`src/rtl/cr_bool_pkg.sv`:
```
package cr_bool_pkg;
  typedef struct packed {
    logic neg;
    logic rev;
  } bool_ctl_t;
endpackage

```
`src/rtl/cr_bit_pick.sv`:
```
module cr_bit_pick #(
  parameter int unsigned FIELDS  = 8,
  parameter int unsigned FIELD_W = 4,
  localparam int unsigned CR_W   = FIELDS * FIELD_W,
  localparam int unsigned IDX_W  = $clog2(CR_W),
  localparam int unsigned LOW_W  = $clog2(FIELD_W)
) (
  input  logic [CR_W-1:0]  cr_i,
  input  logic [IDX_W-1:0] idx_i,
  output logic             bit_o
);
  logic [FIELD_W-1:0] field_q [FIELDS];
  logic [FIELD_W-1:0] sel_field;
  logic [FIELD_W-1:0] mask;

  // field 0 sits in the top nibble
  for (genvar g = 0; g < FIELDS; g++) begin : g_unpack
    assign field_q[g] = cr_i[CR_W-1-g*FIELD_W -: FIELD_W];
  end

  always_comb begin
    sel_field = field_q[idx_i[IDX_W-1:LOW_W]];
    mask      = {1'b1, {(FIELD_W-1){1'b0}}} >> idx_i[LOW_W-1:0];
    bit_o     = |(sel_field & mask);
  end
endmodule

```
`src/rtl/cr_bool_form.sv`:
```
module cr_bool_form
  import cr_bool_pkg::*;
#(
  parameter int unsigned XLEN = 64
) (
  input  logic            bit_i,
  input  bool_ctl_t       ctl_i,
  output logic [XLEN-1:0] value_o
);
  logic            truth;
  logic [XLEN-1:0] one_hot;

  always_comb begin
    truth   = bit_i ^ ctl_i.rev;
    one_hot = {{(XLEN-1){1'b0}}, truth};
    value_o = ctl_i.neg ? (~one_hot + 1'b1) : one_hot;
  end
endmodule

```
`src/rtl/cr_bool_set.sv`:
```
module cr_bool_set
  import cr_bool_pkg::*;
#(
  parameter int unsigned XLEN    = 64,
  parameter int unsigned FIELDS  = 8,
  parameter int unsigned FIELD_W = 4,
  localparam int unsigned CR_W   = FIELDS * FIELD_W,
  localparam int unsigned IDX_W  = $clog2(CR_W)
) (
  input  logic             clk_i,
  input  logic             rst_ni,
  input  logic             req_i,
  input  logic [CR_W-1:0]  cr_i,
  input  logic [IDX_W-1:0] bit_idx_i,
  input  logic             neg_i,
  input  logic             rev_i,
  input  logic             feat_en_i,
  output logic [XLEN-1:0]  result_o,
  output logic             wr_en_o,
  output logic             illegal_o
);
  logic            sel_bit;
  bool_ctl_t       ctl;
  logic [XLEN-1:0] value;

  assign ctl = '{neg: neg_i, rev: rev_i};

  cr_bit_pick #(.FIELDS(FIELDS), .FIELD_W(FIELD_W)) u_pick (
    .cr_i (cr_i),
    .idx_i(bit_idx_i),
    .bit_o(sel_bit)
  );

  cr_bool_form #(.XLEN(XLEN)) u_form (
    .bit_i  (sel_bit),
    .ctl_i  (ctl),
    .value_o(value)
  );

  always_ff @(posedge clk_i or negedge rst_ni) begin
    if (!rst_ni) begin
      result_o  <= '0;
      wr_en_o   <= 1'b0;
      illegal_o <= 1'b0;
    end else begin
      wr_en_o   <= req_i & feat_en_i;
      illegal_o <= req_i & ~feat_en_i;
      if (req_i) result_o <= feat_en_i ? value : '0;
    end
  end

  AST_WR_FROM_REQ: assert property (@(posedge clk_i) disable iff (!rst_ni)
    wr_en_o |-> $past(req_i && feat_en_i));
  AST_ILL_FROM_REQ: assert property (@(posedge clk_i) disable iff (!rst_ni)
    illegal_o |-> $past(req_i && !feat_en_i));
  AST_ILL_EXCL: assert property (@(posedge clk_i) disable iff (!rst_ni)
    !(wr_en_o && illegal_o));
  AST_ILL_ZERO: assert property (@(posedge clk_i) disable iff (!rst_ni)
    illegal_o |-> (result_o == '0));
  AST_RES_BOOL: assert property (@(posedge clk_i) disable iff (!rst_ni)
    wr_en_o |-> ((result_o == '0) || (result_o == XLEN'(1)) || (&result_o)));
  AST_IDLE_HOLD: assert property (@(posedge clk_i) disable iff (!rst_ni)
    !$past(req_i) |-> (!wr_en_o && !illegal_o && $stable(result_o)));
endmodule

```
`config.mk`:
```
export PLATFORM = sky130hd
export DESIGN_NAME = cr_bool_set
export DESIGN_NICKNAME = d
export VERILOG_FILES = /design/src/rtl/cr_bool_pkg.sv /design/src/rtl/cr_bit_pick.sv /design/src/rtl/cr_bool_form.sv /design/src/rtl/cr_bool_set.sv
export SDC_FILE = /design/constraint.sdc
export NUM_CORES = 1
export LEC_CHECK = 0
export ABC_AREA = 0
export BUFFER_PORTS_ARGS = -buffer_cell sky130_fd_sc_hd__clkbuf_2
export CORE_MARGIN = 10
export CORE_UTILIZATION = 34
export CTS_CLUSTER_SIZE = 24
export DETAILED_ROUTE_END_ITERATION = 8
export PLACE_DENSITY = 0.92
export REMOVE_ABC_BUFFERS = 1
export SKIP_LAST_GASP = 1
export SLEW_MARGIN = 20
export SYNTH_ARGS = -nofsm -noshare
export SYNTH_HDL_FRONTEND = slang
export SYNTH_SLANG_ARGS = --single-unit
```
`constraint.sdc`:
```
create_clock -name clk_i -period 1.9 [get_ports clk_i]
set_input_delay 0 -clock clk_i [delete_from_list [all_inputs] [get_ports clk_i]]
set_output_delay 0 -clock clk_i [all_outputs]
set_load 0.1 [all_outputs]
```
## Word level (Yosys, flattened, before mapping)

Index checks and enable logic that the tools add are counted.

| word-level totals | value |
|---|---|
| flip-flop bits (word level) | 66 |
| input port bits | 43 |
| output and inout port bits | 66 |

| cells by class | value |
|---|---|
| $add $sub $neg | 1 |
| mux-type cells | 5 |
| reductions and logical operators | 1 |
| shifts and indexed selects | 1 |
| magnitude comparators | 1 |
| bitwise operators | 7 |

Operator list:

| kind | number |
|---|---|
| 64-bit two-way mux | 2 |
| 64-bit by 1-bit adder with 64-bit output, second input constant | 1 |
| 1-bit NOT with 64-bit output | 1 |
| 4-bit binary-select mux with 3-bit select | 1 |
| 4-bit two-way mux | 2 |
| 4-bit AND | 1 |
| 4-bit greater-or-equal comparator, second input constant | 1 |
| 3-bit NOT with 4-bit output | 1 |
| 4-bit OR reduction | 1 |
| 4-bit by 2-bit >> shifter with 4-bit output, first input constant | 1 |
| 1-bit AND | 2 |
| 1-bit NOT | 1 |
| 1-bit XOR | 1 |

## Depth between registers and ports, before layout

Gate-level depths: netlist of the first run.

| depth | value |
|---|---|
| word-level depth | 11 |
| depth in mapped cells | 8 |
| depth with buffers taken out | 6 |

## Cells and area by module

From an unflattened synthesis of the first run, not the netlist that was laid out.

| unflattened totals | value |
|---|---|
| cells, all modules | 384 |
| area, all modules | 3499.6 µm² |

Modules (own cells, without submodules):

| module | cells an instance | instances | area each (µm²) | sequential area each (µm²) |
|---|---|---|---|---|
| cr_bool_set | 278 | 1 | 2686.3 | 1651.6 |
| cr_bool_form | 65 | 1 | 488.0 | 0.0 |
| cr_bit_pick | 41 | 1 | 325.3 | 0.0 |

## Least setup slack after synthesis of the first run

Ideal clock, no wire load.

| timing path | value |
|---|---|
| path type | register to output |
| start | register, netlist name result_o[62] |
| end | output port result_o[10] |
| data required time | 1900 ps |
| path slack | -452 ps |
| buffers on the path | 1 |
| stages on the path, launching flop included | 2 |
| data arrival time | 2352 ps |
| path through | dfrtp_1 -> buf_4 |

RTL lines:

| element | RTL line | text |
|---|---|---|
| end: declaration | cr_bool_set.sv:18 | `output logic [XLEN-1:0] result_o,` |

==> results of run 1 <==
[sequential cells by signal (all words and copies together), names as in the netlist]
| name | cells |
|---|---|
| result_o | 2 |
| illegal_o | 1 |
| wr_en_o | 1 |
[synthesized netlist by cell type]
| master | number | area, um^2 |
|---|---|---|
| a211o_1 | 1 | 8.76 |
| a21oi_1 | 3 | 15.0 |
| a22oi_1 | 4 | 30.0 |
| and2_2 | 1 | 7.51 |
| and2b_1 | 2 | 15.0 |
| buf_12 | 1 | 20.0 |
| buf_4 | 62 | 465 |
| buf_6 | 1 | 11.3 |
| dfrtp_1 | 4 | 100 |
| inv_1 | 3 | 11.3 |
| mux2i_1 | 16 | 160 |
| nand2_1 | 9 | 33.8 |
| nand2b_1 | 2 | 12.5 |
| nand3_1 | 3 | 15.0 |
| nor2_1 | 1 | 3.75 |
| nor2b_1 | 1 | 6.26 |
| nor3_1 | 1 | 5.00 |
| o21a_1 | 1 | 7.51 |
| o21ai_1 | 1 | 5.00 |
| o32ai_1 | 2 | 17.5 |
[where the power goes]
part / switching [W] / internal [W] / total, W
Clock: 0.0000329 / 0.0000705 / 0.000103
Sequential: 0.0000124 / 0.0000921 / 0.000104
Combinational: 0.00109 / 0.000528 / 0.00162
Total: 0.00114 / 0.000690 / 0.00183
[worst reg2reg max path, stage by stage (launching register included)]
cell and delay (ns):
dfrtp_1 0.71, inv_1 0.13, o32ai_1 0.16
[layout make-up]
class / count / area [um^2]
inverter: 3 / 11.3
timing repair buffer: 118 / 1620
tap: 31 / 38.8
multi-input combinational: 48 / 343
sequential: 4 / 100
fill: 155 / 578
clock buffer: 3 / 22.5
[path summary, 6_finish.rpt]
| check | start | end | slack (ns) | cells after the start |
|---|---|---|---|---|
| max reg2reg | result_o[62]$_DFFE_PN0P_ | result_o[62]$_DFFE_PN0P_ | 0.80 | 2 |
| min in group asynchronous | rst_ni | illegal_o$_DFF_PN0_ | 0.14 | 2 |
| max in group asynchronous | rst_ni | result_o[62]$_DFFE_PN0P_ | 1.63 | 2 |
| max | result_o[62]$_DFFE_PN0P_ | result_o[4] | 0.42 | 2 |
| min | req_i | result_o[62]$_DFFE_PN0P_ | 0.03 | 2 |
| min reg2reg | result_o[0]$_DFFE_PN0P_ | result_o[0]$_DFFE_PN0P_ | 0.57 | 2 |
[per-layer routing]
layer,vias up,global-route usage,share of wire
met1,444,0.109,0.23
met5,-,0,0
met3,8,0.0354,0.042
met2,29,0.397,0.70
li1,449,-,-
met4,0,0.0802,0.028
[cell families after synthesis]
logic type,Yosys count,share of synthesized area
mux,16,0.168
simple gates,20,0.104
buf+inv,67,0.534
compound gates,12,0.0882
flops,4,0.105
[metrics by stage]
step           setup slack, ns  hold WS (ns)  instances  utilization
3_3_place_gp             0.466        -0.194        202        0.771
2_1_floorplan           -37.29        -0.296         55            -
5_1_grt                  0.359        0.0324        207        0.787
3_5_place_dp             0.322        -0.185        202        0.771
4_1_cts                  0.403        0.0159        207        0.787
6_report                 0.416        0.0262        207        0.787
==> impl_metrics.py, run 1 <==
metrics = {
    "status": {
        "status": "finished, final reports clean",
    },
    "critical_path": {
        "crit_top_cell": "buf_12",
        "crit_slowest_cell": "dfrtp_1",
        "cpPeakStageDelay_ns": 0.71,
        "critPathKind": "reg -> out",
        "end_kind": "primary output",
        "arrival_ns": 1.48,
        "worstPathMaxFanout": 18,
        "path_cells": "buf_12 > buf_12",
        "crit_required_ns": 1.90,
        "critPathLaunchType": "flip-flop",
        "cpLargestDelayFamily": "flip-flops",
        "path_buf_inv": 2,
    },
    "place": {
        "gp_congestion": 0.817,
        "dp_hpwl_um": 4490,
        "place_area_um2": 2090,
        "port_buffers": 108,
    },
    "min_path": {
        "min_path_type": "in -> reg",
    },
    "pwr": {
        "p_per_area_nw_per_um2": 858,
        "ir_drop_mv": 0.710,
        "leakagePower_nw": 1.03,
        "design_power_total_w": 0.00183,
    },
    "clock_tree": {
        "clk_pin_slew_ns": 0.04,
        "clock_latency_ns": 0.23,
        "cts_buffer_depth": 2,
        "cts-resized-gates": 0,
        "h-tree-depth": 1,
        "cts_setup_buffers": 0,
        "cts_sinks": 4,
        "tritoncts": "yes",
        "ctsHoldBuffers": 2,
        "cts_root_buffer": "clkbuf_4",
        "cts_inserted_buffers": 3,
    },
    "global_routing": {
        "grt_pass1_vias": 1075,
        "grt_max_degree": 19,
        "groute.usage.overall": 0.169,
        "gr-total-overflow": 0,
        "grt_pass1_wl_um": 6660,
        "grt_antenna_before_repair": 0,
    },
    "logic_synthesis": {
        "ys_seq_elements": 4,
        "ys_types": 20,
        "yosys_warnings": 0,
        "avgSynthCellArea_um2": 7.99,
        "netlist_area_um2": 951,
        "yosysSeqAreaShare": 0.105,
        "netlist_instances": 119,
    },
    "routing": {
        "route.detailed.wl_per_inst_um": 23.0,
        "ant_nets": 0,
        "drt-pass1-iter-count": 3,
        "vias_per_cell": 4.49,
        "route.detailed.drc": 0,
        "wl_um": 4770,
        "first_iter_violations": 17,
        "via_count": 930,
    },
    "timing": {
        "report.final.slew_viol_count": 0,
        "hold_violations": 0,
        "period_minus_slack_ns": 1.48,
        "min_period_over_period": 0.781,
        "clock_skew_ns": 0,
        "setup_viol": 0,
        "setup_tns_ns": 0,
        "worstMarginPinSlew_ns": 0.593,
        "fmax_mhz": 674,
        "rsz0062_at_grt": "false",
        "max_slew_margin": 0.605,
    },
    "final_layout": {
        "stdcell_area_um2": 2130,
        "nets": 221,
        "layout-drive-gt1-share": 0.682,
        "antennaDiodeCount": 0,
        "final_common_cell": "buf_12",
        "layout_common_cells": "67 x buf_12, 45 x clkbuf_2, 16 x mux2i_1",
        "syn_to_final_growth_pct": 124,
    },
    "die": {
        "die-area_um2": 5310,
        "initial_core_util": 0.351,
        "die_y_um": 72.9,
        "rows": 19,
        "io-pin-count": 109,
        "die_x_um": 72.9,
        "core-area_um2": 2710,
    },
    "job": {
        "maxCapViolCount": 0,
    },
}
Power figures use the tool's default switching activity.
==> run 2, diff against run 1 <==
- clock period: 1.9 -> 1.4 ns (I/O delays scaled with it)
==> run 2 against run 1 <==
Compared with the run above: via count up 3.0%; sequential power up 26%; critical path depth up 1; die area unchanged; largest cell class unchanged.
==> impl_metrics.py, run 2 (same netlist as run 1, synthesis figures left out) <==
metrics = {
    "final_layout": {
        "layout_common_cells": "69 x buf_12, 45 x clkbuf_2, 16 x mux2i_1",
        "final_util": 0.800,
        "layout-drive-gt1-share": 0.678,
        "antennaDiodeCount": 0,
        "top_register": "result_o",
        "largest_register_ffs": 2,
        "reg_top3": "result_o (2), illegal_o (1), wr_en_o (1)",
        "nets": 222,
        "final_common_cell": "buf_12",
        "stdcell_area_um2": 2170,
        "syn_to_final_growth_pct": 128,
    },
    "clock_tree": {
        "cts-resized-gates": 0,
        "cts_root_buffer": "clkbuf_4",
        "h-tree-depth": 1,
        "cts_sinks": 4,
        "cts_buffer_depth": 2,
        "clk_pin_slew_ns": 0.04,
        "clock_latency_ns": 0.27,
        "tritoncts": "yes",
        "cts_inserted_buffers": 3,
    },
    "global_routing": {
        "grt_antenna_before_repair": 0,
        "grt_pass1_vias": 1054,
        "gr-total-overflow": 0,
        "groute.usage.overall": 0.186,
        "grt_pass1_wl_um": 7040,
        "grt_max_degree": 24,
    },
    "critical_path": {
        "path_cells": "buf_12 > buf_12 > buf_12",
        "critPathLaunchType": "flip-flop",
        "cpPeakStageDelay_ns": 0.38,
        "end_kind": "primary output",
        "worstPathMaxFanout": 23,
        "arrival_ns": 1.37,
        "crit_top_cell": "buf_12",
        "crit_slowest_cell": "dfrtp_1",
        "crit_required_ns": 1.40,
        "critPathKind": "reg -> out",
        "rrSetupSlack_ns": 0.43,
    },
    "status": {
        "status": "finished, final reports clean",
    },
    "die": {
        "rows": 19,
        "die_y_um": 72.9,
        "die_x_um": 72.9,
        "die-area_um2": 5310,
        "initial_core_util": 0.351,
        "io-pin-count": 109,
        "core-area_um2": 2710,
    },
    "place": {
        "place_area_um2": 2110,
        "place_ws_ns": 0.00572,
        "port_buffers": 108,
        "gp_congestion": 0.849,
        "dp_hpwl_um": 4730,
    },
    "timing": {
        "worstMarginPinSlew_ns": 0.563,
        "fmax_mhz": 730,
        "report.final.slew_viol_count": 0,
        "clock_skew_ns": 0,
        "fin_hold_ws_ns": 0.0195,
        "rsz0062_at_grt": "false",
        "max_slew_margin": 0.626,
        "period_minus_slack_ns": 1.37,
        "setup_viol": 0,
        "min_period_over_period": 0.979,
        "setup_ws_ns": 0.0293,
        "hold_violations": 0,
    },
    "routing": {
        "ant_nets": 0,
        "wl_um": 5180,
        "first_iter_violations": 31,
        "vias_per_cell": 4.61,
        "drt-pass1-iter-count": 5,
        "via_count": 958,
        "route.detailed.drc": 0,
        "route.detailed.wl_per_inst_um": 24.9,
    },
    "pwr": {
        "ir_drop_mv": 0.981,
        "leakagePower_nw": 1.04,
        "p_per_area_nw_per_um2": 1170,
    },
    "job": {
        "maxCapViolCount": 0,
    },
    "min_path": {
        "min_path_type": "in -> reg",
    },
}
run 2: cell count changes in the layout (fill, tap and decap cells not counted), sizes merged:
| cell | before | now |
|---|---|---|
| dlygate4sd3 | 2 | 3 |
run 2: where the power goes:
part,total (W),switching (W),internal [W]
combinational,0.00223,0.00150,0.000728
clock,0.000171,0.0000737,0.0000977
sequential,0.000131,0.00000574,0.000125
run 2: worst max-delay path, delay by kind of cell (launching register included):
| family | cells | cell delay, ns |
|---|---|---|
| DFF | 1 | 0.38 |
| buffers and inverters | 3 | 0.71 |
run 2: repair_timing:
action                    4_1_cts  5_1_grt
hold buffers                    3        0
buffers inserted                0        0
hold endpoints to repair        7        0
run 2: routing by layer:
| layer | GRT usage | up-vias | part of all wire |
|---|---|---|---|
| met4 | 0.103 | 0 | 0.033 |
| met3 | 0.0395 | 14 | 0.036 |
| met1 | 0.125 | 455 | 0.24 |
| li1 | - | 450 | - |
| met2 | 0.423 | 39 | 0.69 |
| met5 | 0 | - | 0 |
run 2: stage by stage:
step	setup TNS, ns	std cells	power (W)
2_1_floorplan	-2331.99	55	0.000493
3_3_place_gp	0	202	0.00233
3_5_place_dp	0	202	0.00237
4_1_cts	0	208	0.00256
5_1_grt	0	208	0.00257
6_report	0	208	0.00253
run 2: final cells by class:
| class | instances | area, um^2 |
|---|---|---|
| clock buffer | 3 | 22.5 |
| sequential | 4 | 100 |
| tap | 31 | 38.8 |
| fill | 151 | 543 |
| inverter | 3 | 11.3 |
| timing repair buffer | 119 | 1650 |
| multi-input combinational | 48 | 343 |
run 2: worst paths after layout:
path | start | end | cells after the start
min in group asynchronous | rst_ni | illegal_o$_DFF_PN0_ | 2
worst min register to register | result_o[0]$_DFFE_PN0P_ | result_o[0]$_DFFE_PN0P_ | 2
max in group asynchronous | rst_ni | wr_en_o$_DFF_PN0_ | 2
worst max-delay path | result_o[62]$_DFFE_PN0P_ | result_o[59] | 3
worst min-delay path | neg_i | result_o[62]$_DFFE_PN0P_ | 3
worst max register to register | result_o[62]$_DFFE_PN0P_ | result_o[62]$_DFFE_PN0P_ | 3
